--- config.mk ---
export PLATFORM = sky130hd
export DESIGN_NAME = addr_xlate_unit
export DESIGN_NICKNAME = d
export VERILOG_FILES = /design/src/rtl/xlate_pkg.sv /design/src/rtl/xlate_real.sv /design/src/rtl/xlate_sel_decode.sv /design/src/rtl/xlate_fetch.sv /design/src/rtl/xlate_limit.sv /design/src/rtl/addr_xlate_unit.sv
export SDC_FILE = /design/constraint.sdc
export NUM_CORES = 1
export LEC_CHECK = 0
export CAP_MARGIN = 25
export CORE_MARGIN = 1
export CORE_UTILIZATION = 47
export DETAILED_ROUTE_END_ITERATION = 7
export GPL_TIMING_DRIVEN = 0
export PLACE_DENSITY_LB_ADDON = 0.2
export SETUP_SLACK_MARGIN = 0.15
export SYNTH_ARGS = -nofsm -noshare
export SYNTH_HDL_FRONTEND = slang
export SYNTH_SLANG_ARGS = --single-unit
--- constraint.sdc ---
create_clock -name clk -period 4.12 [get_ports clk]
set_clock_uncertainty 0.15 [all_clocks]
set_input_delay 0.618 -clock clk [delete_from_list [all_inputs] [get_ports clk]]
set_output_delay 0.618 -clock clk [all_outputs]
set_load 0.005 [all_outputs]
--- src/rtl/xlate_pkg.sv ---
package xlate_pkg;
   typedef enum logic [1:0] {
      XS_IDLE = 2'd0,
      XS_RD0  = 2'd1,
      XS_RD1  = 2'd2,
      XS_CHK  = 2'd3
   } xlate_state_e;
endpackage

--- src/rtl/xlate_real.sv ---
module xlate_real #(
   parameter int SEG_W     = 16,
   parameter int REAL_W    = 20,
   parameter int AW        = 32,
   parameter bit REAL_WRAP = 1'b1
) (
   input  logic [SEG_W-1:0] seg,
   input  logic [SEG_W-1:0] off,
   output logic [AW-1:0]    lin
);
   localparam int SHIFT = REAL_W - SEG_W;

   logic [REAL_W:0] sum;
   assign sum = {1'b0, seg, {SHIFT{1'b0}}} + (REAL_W+1)'(off);

   generate
      if (REAL_WRAP) begin : g_wrap
         logic unused_carry;
         assign unused_carry = sum[REAL_W];
         assign lin = AW'(sum[REAL_W-1:0]);
      end else begin : g_carry
         assign lin = AW'(sum);
      end
   endgenerate
endmodule

--- src/rtl/xlate_sel_decode.sv ---
module xlate_sel_decode #(
   parameter int SEG_W    = 16,
   parameter int AW       = 32,
   parameter int TSEL_BIT = 2,
   parameter int IDX_LSB  = 3
) (
   input  logic [SEG_W-1:0] sel,
   input  logic [AW-1:0]    gbase,
   input  logic [AW-1:0]    lbase,
   output logic [AW-1:0]    desc_addr
);
   logic [SEG_W-1:0] idx_bytes;
   logic [AW-1:0]    tbase;
   logic             unused_low;

   assign idx_bytes  = {sel[SEG_W-1:IDX_LSB], {IDX_LSB{1'b0}}};
   assign tbase      = sel[TSEL_BIT] ? lbase : gbase;
   assign desc_addr  = tbase + AW'(idx_bytes);
   assign unused_low = ^sel[IDX_LSB-1:0];
endmodule

--- src/rtl/xlate_fetch.sv ---
module xlate_fetch
   import xlate_pkg::*;
#(
   parameter int AW = 32
) (
   input  logic          clk,
   input  logic          rst_n,
   input  logic          start,
   input  logic [AW-1:0] desc_addr,
   input  logic [AW-1:0] off_in,
   input  logic [AW-1:0] mem_rdata,
   output logic          mem_rd_en,
   output logic [AW-1:0] mem_addr,
   output logic          busy,
   output logic          chk_en,
   output logic [AW-1:0] base_q,
   output logic [AW-1:0] off_q
);
   localparam int WORD_BYTES = AW / 8;

   xlate_state_e  state_q;
   logic [AW-1:0] desc_q;

   always_ff @(posedge clk) begin
      if (!rst_n) begin
         state_q <= XS_IDLE;
         desc_q  <= '0;
         off_q   <= '0;
         base_q  <= '0;
      end else begin
         unique case (state_q)
            XS_IDLE: if (start) begin
               desc_q  <= desc_addr;
               off_q   <= off_in;
               state_q <= XS_RD0;
            end
            XS_RD0:  state_q <= XS_RD1;
            XS_RD1: begin
               base_q  <= mem_rdata;
               state_q <= XS_CHK;
            end
            XS_CHK:  state_q <= XS_IDLE;
            default: state_q <= XS_IDLE;
         endcase
      end
   end

   assign mem_rd_en = (state_q == XS_RD0) || (state_q == XS_RD1);
   assign mem_addr  = (state_q == XS_RD1) ? desc_q + AW'(WORD_BYTES) : desc_q;
   assign busy      = (state_q != XS_IDLE);
   assign chk_en    = (state_q == XS_CHK);
endmodule

--- src/rtl/xlate_limit.sv ---
module xlate_limit #(
   parameter int AW    = 32,
   parameter int LIM_W = 24
) (
   input  logic [AW-1:0] base,
   input  logic [AW-1:0] off,
   input  logic [AW-1:0] word1,
   output logic [AW-1:0] lin,
   output logic          over
);
   logic [LIM_W-1:0] limit;

   assign limit = word1[LIM_W-1:0];
   assign over  = off > AW'(limit);
   assign lin   = base + off;

   generate
      if (LIM_W < AW) begin : g_acc
         logic unused_access;
         assign unused_access = ^word1[AW-1:LIM_W];
      end
   endgenerate
endmodule

--- src/rtl/addr_xlate_unit.sv ---
module addr_xlate_unit #(
   parameter int AW        = 32,
   parameter int SEG_W     = 16,
   parameter int REAL_W    = 20,
   parameter int LIM_W     = 24,
   parameter bit REAL_WRAP = 1'b1,
   parameter int TSEL_BIT  = 2,
   parameter int IDX_LSB   = 3
) (
   input  logic             clk,
   input  logic             rst_n,
   input  logic             req_valid,
   output logic             req_ready,
   input  logic             req_prot,
   input  logic [SEG_W-1:0] req_seg,
   input  logic [AW-1:0]    req_off,
   input  logic [AW-1:0]    gtab_base,
   input  logic [AW-1:0]    ltab_base,
   output logic             mem_rd_en,
   output logic [AW-1:0]    mem_addr,
   input  logic [AW-1:0]    mem_rdata,
   output logic             done,
   output logic             fault,
   output logic [AW-1:0]    lin_addr
);
   generate
      if (REAL_W <= SEG_W)       begin : g_bad_real  $error("REAL_W must exceed SEG_W"); end
      if (REAL_W + 1 > AW)       begin : g_bad_aw    $error("AW too narrow for real path"); end
      if (LIM_W > AW)            begin : g_bad_lim   $error("LIM_W exceeds AW"); end
      if (TSEL_BIT >= IDX_LSB)   begin : g_bad_tsel  $error("TSEL_BIT must lie below IDX_LSB"); end
      if (IDX_LSB >= SEG_W)      begin : g_bad_idx   $error("IDX_LSB out of range"); end
      if (AW % 8 != 0)           begin : g_bad_bytes $error("AW must be whole bytes"); end
   endgenerate

   logic          accept, busy, chk_en, over;
   logic [AW-1:0] real_lin, desc_addr, base_q, off_q, prot_lin;

   assign req_ready = !busy;
   assign accept    = req_valid && req_ready;

   xlate_real #(.SEG_W(SEG_W), .REAL_W(REAL_W), .AW(AW), .REAL_WRAP(REAL_WRAP)) u_real (
      .seg (req_seg),
      .off (req_off[SEG_W-1:0]),
      .lin (real_lin)
   );

   xlate_sel_decode #(.SEG_W(SEG_W), .AW(AW), .TSEL_BIT(TSEL_BIT), .IDX_LSB(IDX_LSB)) u_dec (
      .sel       (req_seg),
      .gbase     (gtab_base),
      .lbase     (ltab_base),
      .desc_addr (desc_addr)
   );

   xlate_fetch #(.AW(AW)) u_fetch (
      .clk       (clk),
      .rst_n     (rst_n),
      .start     (accept && req_prot),
      .desc_addr (desc_addr),
      .off_in    (req_off),
      .mem_rdata (mem_rdata),
      .mem_rd_en (mem_rd_en),
      .mem_addr  (mem_addr),
      .busy      (busy),
      .chk_en    (chk_en),
      .base_q    (base_q),
      .off_q     (off_q)
   );

   xlate_limit #(.AW(AW), .LIM_W(LIM_W)) u_lim (
      .base  (base_q),
      .off   (off_q),
      .word1 (mem_rdata),
      .lin   (prot_lin),
      .over  (over)
   );

   always_ff @(posedge clk) begin
      if (!rst_n) begin
         done     <= 1'b0;
         fault    <= 1'b0;
         lin_addr <= '0;
      end else begin
         done  <= 1'b0;
         fault <= 1'b0;
         if (accept && !req_prot) begin
            done     <= 1'b1;
            lin_addr <= real_lin;
         end else if (chk_en) begin
            if (over) begin
               fault    <= 1'b1;
               lin_addr <= '0;
            end else begin
               done     <= 1'b1;
               lin_addr <= prot_lin;
            end
         end
      end
   end
endmodule

==> PnR_summary.wiki <==
{| class="wikitable"
! Metric !! Value
|-
| Result of the run || finished clean
|-
| Worst setup EP type || register
|-
| Cell-by-cell trace of the critical path || clkdlybuf4s15_2, buf_12, buf_6, clkbuf_4, mux2_2, ha_1, a21oi_2, o221ai_1, a41o_1, nand2_1, a211o_4, or3_1, nand3_1, a21boi_0
|-
| Highest-count cells in the layout ignoring fill and taps || 213 x clkdlybuf4s50_1, 158 x nand2_1, 132 x dfxtp_1
|-
| # Max-Cap Violations || 0
|-
| Setup repair after global routing missed its margin || yes
|-
| Fin worst setup slack || 273.1 ps
|-
| Worst Path Arrival || 4010 ps
|-
| Count of synthesis-stage warnings from yosys || 0
|-
| Clock latency reported for the late side of the worst-skew pair || 430 ps
|-
| Kind of start point of the critical path || input pin
|-
| Pin count of the biggest net entering global routing || 20
|-
| Ratio of cells with drive above 1 in the final layout || 6.237%
|-
| DP HPWL || 23430 um
|-
| Die height || 143.2 um
|-
| Largest cells by area after synthesis || dfxtp_1 28%, ha_1 11%, nand2_1 6.3%
|-
| Layout area overhead || 34.40%
|-
| Capturing point of the worst reg2reg path || lin_addr[30]
|-
| Power, Total || 5038 uW
|-
| Share of the synthesized area in the top cell type || 28.21%
|-
| Final hold violation count || 0
|-
| Filler Cell Count || 1683
|-
| Global-route wire length before repair || 45740 um
|-
| First-pass iteration count of the detailed router || 6
|-
| Overall die area || 0.02050 mm2
|-
| Synth Register Bits || 132
|-
| Antenna violations before repair || 0
|-
| R2R depth || 10
|-
| Hold endpoint || lin_addr[21]
|-
| Share of the cycle needed by the critical path after routing || 93.37%
|-
| Timing-limited maximum frequency || 0.2600 GHz
|-
| Antenna Cells || 0
|-
| CTS H-Tree Depth || 4
|-
| Crit Path Max Fanout || 19
|-
| Slew at the pin with the worst max-slew slack || 752.2 ps
|-
| Buffering stage count on the worst path with inverters included || 4
|-
| Clock tree from TritonCTS || done
|-
| Number of stages on the worst hold path || 2
|-
| FF-to-FF setup slack || 710 ps
|-
| Inserted Clock Buffers || 17
|-
| IO Pins || 216
|-
| CP required || 4280 ps
|-
| Power Density || 400.2 mW/mm2
|-
| Final standard cell utilization of the core || 64.47%
|-
| Worst-path cell with the longest stage delay || a211o_4
|-
| Drc violations || 0
|-
| Layout Nets || 1633
|-
| Slew HR || 48.42%
|-
| Asr flop ratio synth || 0%
|-
| Vias/cell || 5.710
|-
| Distinct cell type count after synthesis || 67
|-
| Post-synth EDFFs || 0
|-
| Final number of max-transition violations || 0
|-
| Post-detailed-route wirelength per cell || 17.88 um
|-
| I/O Buffers || 214
|-
| Deepest clock path buffer count || 2
|-
| Startpoint of the tightest hold check path || lin_addr[21]
|-
| All-Layer GR Usage || 29.38%
|-
| Clk slew on worst S/H paths || 60 ps
|-
| Source of the worst register-to-register timing path || u_fetch.base_q[0]
|-
| Post-place setup slack || -1300 ps
|-
| Critical path's top delay family || compound AO/OA/AOI/OAI gates
|-
| Worst min-delay path class || reg -> reg
|-
| Crit path depth || 14
|-
| Initial Utilization || 47.97%
|-
| Routability cong. || 0.9143
|-
| Critical path's largest stage delay || 400 ps
|-
| Area of the placeable core || 0.01953 mm2
|-
| Average footprint of a synthesized cell || 8.054 um2
|-
| Antenna Nets Post-Route || 0
|-
| Area of the mapped netlist || 0.009366 mm2
|-
| Crit path kind || in -> reg
|-
| Gate count after technology mapping || 1163
|-
| Number of rows created at floorplan || 51
|-
| Wire length after detailed routing || 29960 um
|-
| Cell at the root of the clock tree || clkbuf_16
|-
| Vias in the first global route || 8976
|-
| Number of clock sinks || 132
|-
| Final setup violation count || 0
|-
| Cell type contributing the most total cell area after synthesis || dfxtp_1
|-
| Sequential share of the synthesized area || 28.21%
|-
| Max IR drop VDD || 297.8 uV
|-
| Leakage power summed over all cells || 0.005095 uW
|-
| Final Hold Slack || 300.9 ps
|-
| Final worst path period need || 3847 ps
|-
| Initial DRC count || 537
|-
| Detailed-route via count || 9570
|-
| Overflow left after global routing || 0
|-
| Syn nets || 1398
|-
| Prevailing post-synth register cell || dfxtp_1
|-
| Die width || 143.2 um
|-
| Most common cell after layout, fill and taps aside || clkdlybuf4s50_1
|}
worst register-to-register path, cell delays in order, from the launching register on:
cell and delay [ps]:
dfxtp_1 320, ha_1 240, fa_1 450, a211oi_1 230, o21ai_0 220, o221ai_1 480
a21oi_1 250, a21oi_1 450, o221ai_1 220, xnor2_1 170, o21ai_0 90
where the power goes:
part	internal, uW	switching (uW)	leakage, uW	total (uW)
clock	988	650	0.000305	1640
sequential	1460	169	0.00107	1630
combinational	836	935	0.00372	1770
cells in the mapped netlist (all sizes together) (4+ instances only):
| library cell | number |
|---|---|
| dfxtp | 132 |
| a21o | 25 |
| mux2i | 47 |
| xnor2 | 54 |
| o311ai | 4 |
| a211o | 5 |
| nor2 | 90 |
| o22ai | 6 |
| a221oi | 7 |
| o21a | 4 |
| or4 | 4 |
| or3 | 7 |
| xor2 | 22 |
| a21oi | 55 |
| clkbuf | 39 |
| nand3 | 51 |
| mux2 | 19 |
| or2 | 5 |
| nand2b | 11 |
| a211oi | 11 |
| nand4 | 16 |
| nor3 | 25 |
| o211ai | 17 |
| inv | 43 |
| o211a | 7 |
| nor2b | 9 |
| nand2 | 158 |
| and3 | 16 |
| buf | 10 |
| ha | 84 |
| a31oi | 13 |
| a21boi | 45 |
| and2 | 11 |
| o21ai | 68 |
timing repair:
| item | 4_1_cts | 5_1_grt |
|---|---|---|
| endpoints found under the setup margin | 27 | 17 |
| setup buffers | 0 | 3 |
| hold buffers | 0 | 0 |
| pin swaps | 0 | 4 |
| resized for setup | 15 | 12 |
logic make-up (layout without fill, tap and decap cells):
| logic type | Yosys count | in the layout | share of synthesized area [%] |
|---|---|---|---|
| simple gates | 411 | 411 | 20.14 |
| mux | 66 | 66 | 7.307 |
| xor+xnor | 76 | 76 | 7.107 |
| flops | 132 | 132 | 28.21 |
| buf+inv | 93 | 341 | 3.914 |
| compound gates | 298 | 298 | 21.45 |
| fa+ha+maj | 87 | 87 | 11.86 |
cell type report:
type,instances,area (um2),area share [%]
flip-flops and latches,132,2643,20.99
inverters,44,165.2,1.312
well taps,265,331.6,2.634
clock buffers,18,439.2,3.489
repair buffers,217,2166,17.21
multi-input cells,938,6431,51.09
clock inverters,14,187.7,1.491
plain buffers,48,225.2,1.789
per-stage QoR:
stage / std cells / area (um2) / setup TNS [ps]
after global placement: 1642 / 11850 / -19360
after floorplan: 1163 / 9374 / 0
after detailed placement: 1642 / 11850 / -20020
final: 1676 / 12590 / 0
after global routing: 1676 / 12590 / 0
after CTS: 1673 / 12510 / 0
state kept, by name, indices dropped and copies added, names as in the netlist:
signal and count:
lin_addr 32, u_fetch.base_q 32, u_fetch.desc_q 32, u_fetch.off_q 32, u_fetch.state_q 2, done 1, fault 1
how the worst max path moves through the flow:
stage,slack (ps),startpoint,end
after floorplan,220,req_seg[2],u_fetch.desc_q[17]
after global routing,90,req_seg[2],u_fetch.desc_q[20]
after detailed placement,-1300,req_seg[2],u_fetch.desc_q[24]
after CTS,160,u_fetch.state_q[1],mem_addr[29]
after global placement,-1250,req_seg[2],u_fetch.desc_q[20]
final,270,req_seg[2],u_fetch.desc_q[17]
routing by layer:
layer | track usage, % | up-vias | share of wire [%]
li1 | - | 4662 | -
met1 | 37.49 | 4454 | 43
met2 | 47.29 | 380 | 46
met3 | 5.600 | 74 | 7.6
met4 | 14.43 | 0 | 3.5
met5 | 0 | - | 0
No activity file was read; power rests on OpenSTA's default activity.
